[src/rtl/addr_decode_pkg.sv]
`timescale 1ns/1ps
package addr_decode_pkg;

  // True when both output enables are in their active state.
  function automatic logic enables_on(input logic en_hi, input logic en_lo_n);
    return en_hi & ~en_lo_n;
  endfunction

  // Address seen by the decode: held copy while holding, live pins otherwise.
  function automatic logic [7:0] pick_addr(input logic hold, input logic [7:0] held,
                                           input logic [7:0] live);
    return hold ? held : live;
  endfunction

endpackage

[src/rtl/addr_hold.sv]
`timescale 1ns/1ps
module addr_hold #(
  parameter int SEL_W = 3
) (
  input  logic             clk,
  input  logic             rst_n,
  input  logic             hold_i,
  input  logic [SEL_W-1:0] sel_i,
  output logic [SEL_W-1:0] held_o,
  output logic [SEL_W-1:0] eff_o
);
  import addr_decode_pkg::*;

  logic [SEL_W-1:0] held_q;
  logic [7:0]       pick;

  // Capture on every edge while transparent; freeze while holding.
  always_ff @(posedge clk or negedge rst_n) begin
    if (!rst_n)       held_q <= '0;
    else if (!hold_i) held_q <= sel_i;
  end

  assign pick   = pick_addr(hold_i, 8'(held_q), 8'(sel_i));
  assign eff_o  = pick[SEL_W-1:0];
  assign held_o = held_q;
endmodule

[src/rtl/onehot_dec.sv]
`timescale 1ns/1ps
module onehot_dec #(
  parameter int SEL_W = 3,
  parameter int N_OUT = 1 << SEL_W
) (
  input  logic [SEL_W-1:0] addr_i,
  output logic [N_OUT-1:0] hit_o
);
  for (genvar g = 0; g < N_OUT; g++) begin : g_line
    assign hit_o[g] = (addr_i == SEL_W'(g));
  end
endmodule

[src/rtl/out_gate.sv]
`timescale 1ns/1ps
module out_gate #(
  parameter int N_OUT      = 8,
  parameter bit ACTIVE_LOW = 1'b0
) (
  input  logic [N_OUT-1:0] hit_i,
  input  logic             en_ok_i,
  output logic [N_OUT-1:0] asserted_o,
  output logic [N_OUT-1:0] out_o
);
  assign asserted_o = en_ok_i ? hit_i : '0;

  if (ACTIVE_LOW) begin : g_low
    assign out_o = ~asserted_o;
  end else begin : g_high
    assign out_o = asserted_o;
  end
endmodule

[src/rtl/addr_latch_decoder.sv]
`timescale 1ns/1ps
module addr_latch_decoder #(
  parameter int SEL_W      = 3,
  parameter bit ACTIVE_LOW = 1'b0,
  localparam int N_OUT     = 1 << SEL_W
) (
  input  logic             clk,
  input  logic             rst_n,
  input  logic [SEL_W-1:0] sel_i,
  input  logic             hold_i,
  input  logic             en_hi_i,
  input  logic             en_lo_n_i,
  output logic [N_OUT-1:0] out_o
);
  import addr_decode_pkg::*;

  // Named internal events, visible to the bound checker.
  logic [SEL_W-1:0] held_addr;
  logic [SEL_W-1:0] eff_addr;
  logic [N_OUT-1:0] hit_vec;
  logic [N_OUT-1:0] asserted_vec;
  logic             en_ok;

  assign en_ok = enables_on(en_hi_i, en_lo_n_i);

  addr_hold #(.SEL_W(SEL_W)) u_hold (
    .clk    (clk),
    .rst_n  (rst_n),
    .hold_i (hold_i),
    .sel_i  (sel_i),
    .held_o (held_addr),
    .eff_o  (eff_addr)
  );

  onehot_dec #(.SEL_W(SEL_W), .N_OUT(N_OUT)) u_dec (
    .addr_i (eff_addr),
    .hit_o  (hit_vec)
  );

  out_gate #(.N_OUT(N_OUT), .ACTIVE_LOW(ACTIVE_LOW)) u_gate (
    .hit_i      (hit_vec),
    .en_ok_i    (en_ok),
    .asserted_o (asserted_vec),
    .out_o      (out_o)
  );
endmodule

[config.mk]
export PLATFORM = sky130hd
export DESIGN_NAME = addr_latch_decoder
export DESIGN_NICKNAME = d
export VERILOG_FILES = /design/src/rtl/addr_decode_pkg.sv /design/src/rtl/addr_hold.sv /design/src/rtl/onehot_dec.sv /design/src/rtl/out_gate.sv /design/src/rtl/addr_latch_decoder.sv
export SDC_FILE = /design/constraint.sdc
export NUM_CORES = 1
export LEC_CHECK = 0
export ABC_AREA = 1
export BUFFER_PORTS_ARGS = -buffer_cell sky130_fd_sc_hd__buf_4
export CORE_AREA = 4 4 41 43
export CTS_CLUSTER_DIAMETER = 80
export CTS_CLUSTER_SIZE = 30
export DETAILED_ROUTE_END_ITERATION = 6
export DIE_AREA = 0 0 45 47
export GPL_TIMING_DRIVEN = 0
export SLEW_MARGIN = 30
export SYNTH_ARGS = -nofsm -noshare
export SYNTH_HDL_FRONTEND = slang
export SYNTH_SLANG_ARGS = --single-unit
[constraint.sdc]
create_clock -name clk -period 1 [get_ports clk]
set_input_delay 0.2 -clock clk [delete_from_list [all_inputs] [get_ports clk]]
set_output_delay 0.2 -clock clk [all_outputs]
set_load 0.03 [all_outputs]
==> reports/qor.csv, run 1 <==
stage;metric;value;unit
run_status;status;complete, but fails checks;
run_status;violations;setup timing;
final_layout;drive_gt1_share;64.41;%
global_routing;grt_max_degree;7;
routing;first_pass_iters;1;
routing;via_per_inst;3.892;
final_layout;area_growth;87.04;%
worst_setup_path;worstPathRequired;800;ps
floorplanning;dieWidth;45;um
final_layout;final_cells;74;
final_layout;nets;68;
clocking;cts_tree;done;
worst_setup_path;cpLargestDelayFamily;simple AND/OR/NAND/NOR gates;
sta;max_slew_margin;89.57;%
sta;final_hold_viol_count;0;
placement;port_buffers;15;
final_layout;final_common_cell;nand2_1;
yosys;syn_nets;47;
power_and_ir_drop;peakVddDrop;523.6;uV
yosys;synthTopCellsByArea;dfrtp_1 (28%), nand2_1 (19%), nand2_4 (12%);
global_routing;grt_pass1_vias;256;
final_layout;diodes;0;
yosys;yosysTopAreaCell;dfrtp_1;
worst_setup_path;start_kind;register;
placement;gp_congestion;0.6226;
sta;worst_pin_slew;156.2;ps
routing;drc;0;
floorplanning;die_y;47;um
floorplanning;fp-row-count;13;
yosys;syn_area_per_cell;6.930;sq um
placement;dpl.hpwl;537.1;um
global_routing;grt-ovfl-total;0;
final_layout;largest_reg_flops;3;
clocking;post_cts_buffers;0;
worst_setup_path;crit_buf_inv;1;
clocking;cts_buffers;3;
sta;fin_ws;-307.8;ps
yosys;ys_warn_count;0;
worst_setup_path;rr_worst_depth;2;
worst_setup_path;endpoint_kind;output pin;
clocking;htreeDepth;1;
yosys;seq_area_frac_synth;27.78;%
worst_setup_path;path_cells;nand2_2 -> nand3_4 -> nor2_2 -> buf_6;
yosys;syn-instance-count;39;
floorplanning;ioPinCount;16;
sta;min_period;1308;ps
power_and_ir_drop;internal_power;0.3451;mW
routing;routed_wirelength;657;um
sta;period_share;130.8;%
routing;drt_iter0_drc;0;
worst_setup_path;crit_end;out_o[1];
clocking;cts.sinks;3;
worst_setup_path;rr_startpoint;u_hold.held_o[2];
worst_setup_path;max_stage_delay;360;ps
sta;fmax;0.7647;GHz
global_routing;grt_usage;7.516;%
min_path;min_path_type;input pin to register;
floorplanning;die_area;2115;sq um
routing;ant_nets;0;
worst_setup_path;critPathSlowestCell;dfrtp_1;
power_and_ir_drop;leakage;0.2581;nW
power_and_ir_drop;combPwrFrac;31.2;%
sta;final_max_slew_viol_count;0;
worst_setup_path;crit_start;u_hold.held_o[2];
sta;finClkSkew;0;ps
global_routing;antenna_found_initial;0;
flow_run;cap_violations;0;
worst_setup_path;r2r-end;u_hold.held_o[2];
clocking;worstSkewPairLatency;230;ps
worst_setup_path;critPathArrivalTime;1110;ps
power_and_ir_drop;swShare;31.83;%
clocking;path_clk_slew;40;ps
worst_setup_path;rrSetupSlack;340;ps
final_layout;mostFrequentLayoutCells;nand2_1 (11), buf_6 (8), buf_4 (7);
yosys;netlist.area_leader.share;27.78;%
power_and_ir_drop;pwr-share-clk;41.7;%
routing;wl_per_cell;8.878;um
worst_setup_path;crit_cells;4;
sta;setup_viol;8;
worst_setup_path;crit_fanout;4;
power_and_ir_drop;pwr-share-seq;27.1;%
power_and_ir_drop;switchingPower;0.1611;mW
yosys;synth.distinct_cells;9;
yosys;ys_ff_latch;3;
global_routing;grt_pass1_wl;1104;um
clocking;clockBufferDepth;2;
clocking;clockRootBuffer;clkbuf_4;
power_and_ir_drop;cellPowerDensity;1001;nW/um^2
placement;dp_cells;69;
worst_setup_path;path_class;register to output pin;
floorplanning;start_util;20.77;%
sta;whs;227.6;ps
yosys;synth_area;270.3;sq um
routing;vias;288;
floorplanning;coreArea;1301;sq um
sta;rsz0062_at_grt;yes;
-- power groups by stage --
stage	sequential [mW]	combinational, mW	clock [mW]
3_5_place_dp	0.139	0.144	0
2_1_floorplan	0.138	0.0934	0
6_report	0.137	0.158	0.211
3_3_place_gp	0.139	0.143	0
4_1_cts	0.137	0.160	0.220
5_1_grt	0.139	0.175	0.234
-- per-stage QoR --
step	power [mW]	area [sq um]	util, %	setup WS [ps]	TNS (ps)
after floorplan	0.2318	295.3	-	-65.85	-435.2
after global placement	0.2814	426.7	32.79	-170.9	-1132
after detailed placement	0.2827	426.7	32.79	-164.4	-1082
after CTS	0.5168	505.5	38.85	-313.5	-2369
after global routing	0.5471	505.5	38.85	-389.1	-2958
final	0.5062	505.5	38.85	-307.8	-2280
-- worst register-to-register path, cell delays in order, from the launching register on --
cell and delay, ps:
dfrtp_1 360, nand2_2 110, nand2_4 70
-- kinds of logic (layout without fill, tap and decap cells) --
| logic type | count (synthesis) | in the layout | synth area share, % |
|---|---|---|---|
| buf+inv | 6 | 26 | 8.333 |
| simple gates | 30 | 30 | 63.89 |
| flops | 3 | 3 | 27.78 |
-- cells in the mapped netlist --
cell type and count:
nand2_4 3, nand3_4 1, inv_2 1, inv_1 5, nand2_1 14, nor2_1 8, nand2_2 3, dfrtp_1 3
nor2_8 1
-- layer usage --
metal	global-route usage, %	part of all wire [%]	vias to the layer above
li1	-	-	152
met1	8.676	34	131
met2	11.86	60	5
met3	2.299	5.5	0
met4	5.263	0	0
met5	0	0	-
-- how the worst min path moves through the flow --
stage | from | cells after the start | to | slack, ps
floorplan | rst_n | 0 | u_hold.held_o[0] | -100
global placement | rst_n | 1 | u_hold.held_o[0] | -10
detailed placement | rst_n | 1 | u_hold.held_o[0] | -9
CTS | sel_i[2] | 3 | u_hold.held_o[2] | 220
global route | sel_i[2] | 3 | u_hold.held_o[2] | 230
finish | sel_i[2] | 3 | u_hold.held_o[2] | 230
-- timing repair --
item                                    CTS  global route
endpoints found under the hold margin     3             0
hold buffers                              1             0
pin swaps                                 1             0
resized for setup                        12             0
endpoints found under the setup margin    8             8
-- area by class of cell --
type | instances | area, sq um
Inverter | 6 | 22.52
Timing Repair Buffer | 16 | 152.6
Sequential cell | 3 | 75.07
Tap cell | 15 | 18.77
Multi-Input combinational cell | 30 | 210.2
Clock buffer | 4 | 26.28
Fill cell | 144 | 795.8
Note: power is estimated with default switching activity, not from simulation.
==> run 2, diff against run 1 <==
--- a/config.mk
+++ b/config.mk
@@ -13,7 +13,9 @@
 export DETAILED_ROUTE_END_ITERATION = 6
 export DIE_AREA = 0 0 45 47
 export GPL_TIMING_DRIVEN = 0
-export SLEW_MARGIN = 30
+export PLACE_DENSITY_LB_ADDON = 0.1
+export SKIP_CTS_REPAIR_TIMING = 1
+export SLEW_MARGIN = 20
 export SYNTH_ARGS = -nofsm -noshare
 export SYNTH_HDL_FRONTEND = slang
 export SYNTH_SLANG_ARGS = --single-unit
==> reports/qor.csv, run 2 (synthesis results as in run 1) <==
stage;metric;value;unit;change
final_layout;multi_input_area;217.7;sq um;was 210.2 sq um
placement;port_buffers;15;;unchanged
routing;vias;301;;was 288
final_layout;nets;71;;was 68
sta;finClkSkew;0;ps;unchanged
clocking;clockBufferDepth;2;;unchanged
final_layout;area_growth;98.15;%;was 87.04%
sta;fin_ws;-297.2;ps;was -307.8 ps
sta;rsz0062_at_grt;yes;;unchanged
worst_setup_path;r2r-end;u_hold.held_o[1];;was u_hold.held_o[2]
floorplanning;start_util;20.77;%;unchanged
floorplanning;ioPinCount;16;;unchanged
routing;first_pass_iters;2;;was 1
floorplanning;dieWidth;45;um;unchanged
power_and_ir_drop;pwr-share-seq;25.8;%;was 27.1%
routing;wl_per_cell;9.468;um;was 8.878 um
final_layout;final_cells;77;;was 74
global_routing;grt_pass1_vias;254;;was 256
routing;routed_wirelength;729;um;was 657 um
global_routing;grt_usage;6.635;%;was 7.516%
clocking;clockRootBuffer;clkbuf_4;;unchanged
sta;worst_pin_slew;156.2;ps;about the same
power_and_ir_drop;cellPowerDensity;994.3;nW/um^2;was 1001 nW/um^2
global_routing;antenna_found_initial;0;;unchanged
worst_setup_path;crit_fanout;2;;was 4
power_and_ir_drop;internal_power;0.3604;mW;was 0.3451 mW
routing;ant_nets;0;;unchanged
sta;max_slew_margin;89.58;%;was 89.57%
clocking;cts_tree;done;;unchanged
final_layout;drive_gt1_share;70.97;%;was 64.41%
final_layout;fillers;145;;was 144
worst_setup_path;critical_path.most_common_cell;nand2_2;;
flow_run;cap_violations;0;;unchanged
routing;via_per_inst;3.909;;was 3.892
routing;drc;0;;unchanged
global_routing;grt_pass1_wl;986;um;was 1104 um
power_and_ir_drop;pwr-share-clk;40.1;%;was 41.7%
run_status;status;complete, but fails checks;;unchanged
power_and_ir_drop;swShare;32.32;%;was 31.83%
placement;dp_cells;69;;unchanged
worst_setup_path;start_kind;register;;unchanged
final_layout;diodes;0;;unchanged
worst_setup_path;rr_worst_depth;3;;was 2
power_and_ir_drop;switchingPower;0.1721;mW;was 0.1611 mW
final_layout;mostFrequentLayoutCells;buf_4 (10), nand2_2 (8), nand2_1 (8), buf_6 (8), nor2_2 (7);;was nand2_1 (11), buf_6 (8), buf_4 (7)
final_layout;final-seq-area;75.07;sq um;unchanged
sta;min_period;1297;ps;was 1308 ps
sta;final_hold_viol_count;0;;unchanged
worst_setup_path;endpoint_kind;output pin;;unchanged
routing;drt_iter0_drc;2;;was 0
clocking;cts_buffers;3;;unchanged
sta;final_max_slew_viol_count;0;;unchanged
floorplanning;fp-row-count;13;;unchanged
final_layout;final_common_cell;buf_4;;was nand2_1
worst_setup_path;worstPathRequired;800;ps;about the same
worst_setup_path;critPathArrivalTime;1100;ps;was 1110 ps
clocking;path_clk_slew;40;ps;about the same
worst_setup_path;path_cells;inv_1 -> nand2_1 -> nand2_2 -> nand2_2 -> nor2_2 -> buf_6;;was nand2_2 -> nand3_4 -> nor2_2 -> buf_6
sta;period_share;129.7;%;was 130.8%
sta;setup_viol;8;;unchanged
clocking;worstSkewPairLatency;230;ps;about the same
sta;fmax;0.7709;GHz;was 0.7647 GHz
global_routing;grt-ovfl-total;0;;unchanged
power_and_ir_drop;peakVddDrop;847.2;uV;was 523.6 uV
clocking;cts.sinks;3;;unchanged
floorplanning;die_area;2115;sq um;unchanged
final_layout;largest_reg_flops;3;;unchanged
placement;dpl.hpwl;555.4;um;was 537.1 um
worst_setup_path;rr_startpoint;u_hold.held_o[1];;was u_hold.held_o[2]
worst_setup_path;rrSetupSlack;220;ps;was 340 ps
floorplanning;die_y;47;um;unchanged
worst_setup_path;path_class;register to output pin;;unchanged
min_path;min_path_type;input pin to async pin;;was input pin to register
run_status;violations;setup timing;;unchanged
worst_setup_path;critPathSlowestCell;dfrtp_1;;unchanged
global_routing;grt_max_degree;7;;unchanged
clocking;htreeDepth;1;;unchanged
placement;dp_slack;-185.2;ps;was -164.4 ps
power_and_ir_drop;combPwrFrac;34.1;%;was 31.2%
power_and_ir_drop;leakage;0.2796;nW;was 0.2581 nW
placement;gp_congestion;0.7023;;was 0.6226
worst_setup_path;max_stage_delay;360;ps;about the same
floorplanning;coreArea;1301;sq um;unchanged
[run 2: cell types whose count changed in the layout (fill, tap and decap cells not counted)]
cell	delta
buf_4	+3
nor2_2	+1
nand2_2	+2
nand2_1	-3
nand2_4	+1
nor2_4	-1
[run 2: routing by layer]
layer | GRT usage, % | vias to the layer above | routed length [um]
li1 | - | 159 | -
met1 | 7.955 | 130 | 283
met2 | 10.45 | 12 | 364
met3 | 3.448 | 0 | 81
met4 | 1.754 | 0 | 0
met5 | 0 | - | 0
[run 2: final cells by class]
cell class / count / share of cell area, %
multi-input cells: 30 / 40.65
repair buffers: 19 / 32.71
flip-flops and latches: 3 / 14.02
clock buffers: 4 / 4.907
inverters: 6 / 4.206
well taps: 15 / 3.505
[run 2: critical path: cells and delay by family (launching register included)]
family / cells / cell delay [ps]
buffers and inverters: 2 / 190
flip-flops: 1 / 360
AND/OR/NAND/NOR: 4 / 310
[run 2: worst max path at each step]
stage	to	slack (ps)	start	cells after the start
floorplan	out_o[0]	-70	u_hold.held_o[2]	3
global placement	out_o[3]	-190	hold_i	7
detailed placement	out_o[3]	-190	hold_i	7
CTS	out_o[5]	-330	u_hold.held_o[1]	6
global route	out_o[1]	-420	u_hold.held_o[1]	6
finish	out_o[4]	-300	u_hold.held_o[1]	6
[run 2: power groups by stage]
stage | Combinational, mW | Clock [mW] | Sequential (mW)
3_3_place_gp | 0.145 | 0 | 0.139
5_1_grt | 0.197 | 0.236 | 0.139
6_report | 0.181 | 0.214 | 0.137
2_1_floorplan | 0.0934 | 0 | 0.138
3_5_place_dp | 0.145 | 0 | 0.139
4_1_cts | 0.145 | 0.225 | 0.137
[run 2: per-stage QoR]
| stage | util [%] | hold WS, ps | power (mW) | instance area, sq um | TNS [ps] |
|---|---|---|---|---|---|
| floorplan | - | -95.59 | 0.2318 | 295.3 | -435.2 |
| global placement | 32.79 | -7.156 | 0.2839 | 426.7 | -1298 |
| detailed placement | 32.79 | -5.947 | 0.2841 | 426.7 | -1224 |
| CTS | 34.81 | -260.5 | 0.5076 | 452.9 | -2562 |
| global route | 41.15 | 314.0 | 0.5722 | 535.5 | -2989 |
| finish | 41.15 | 301.8 | 0.5325 | 535.5 | -2248 |
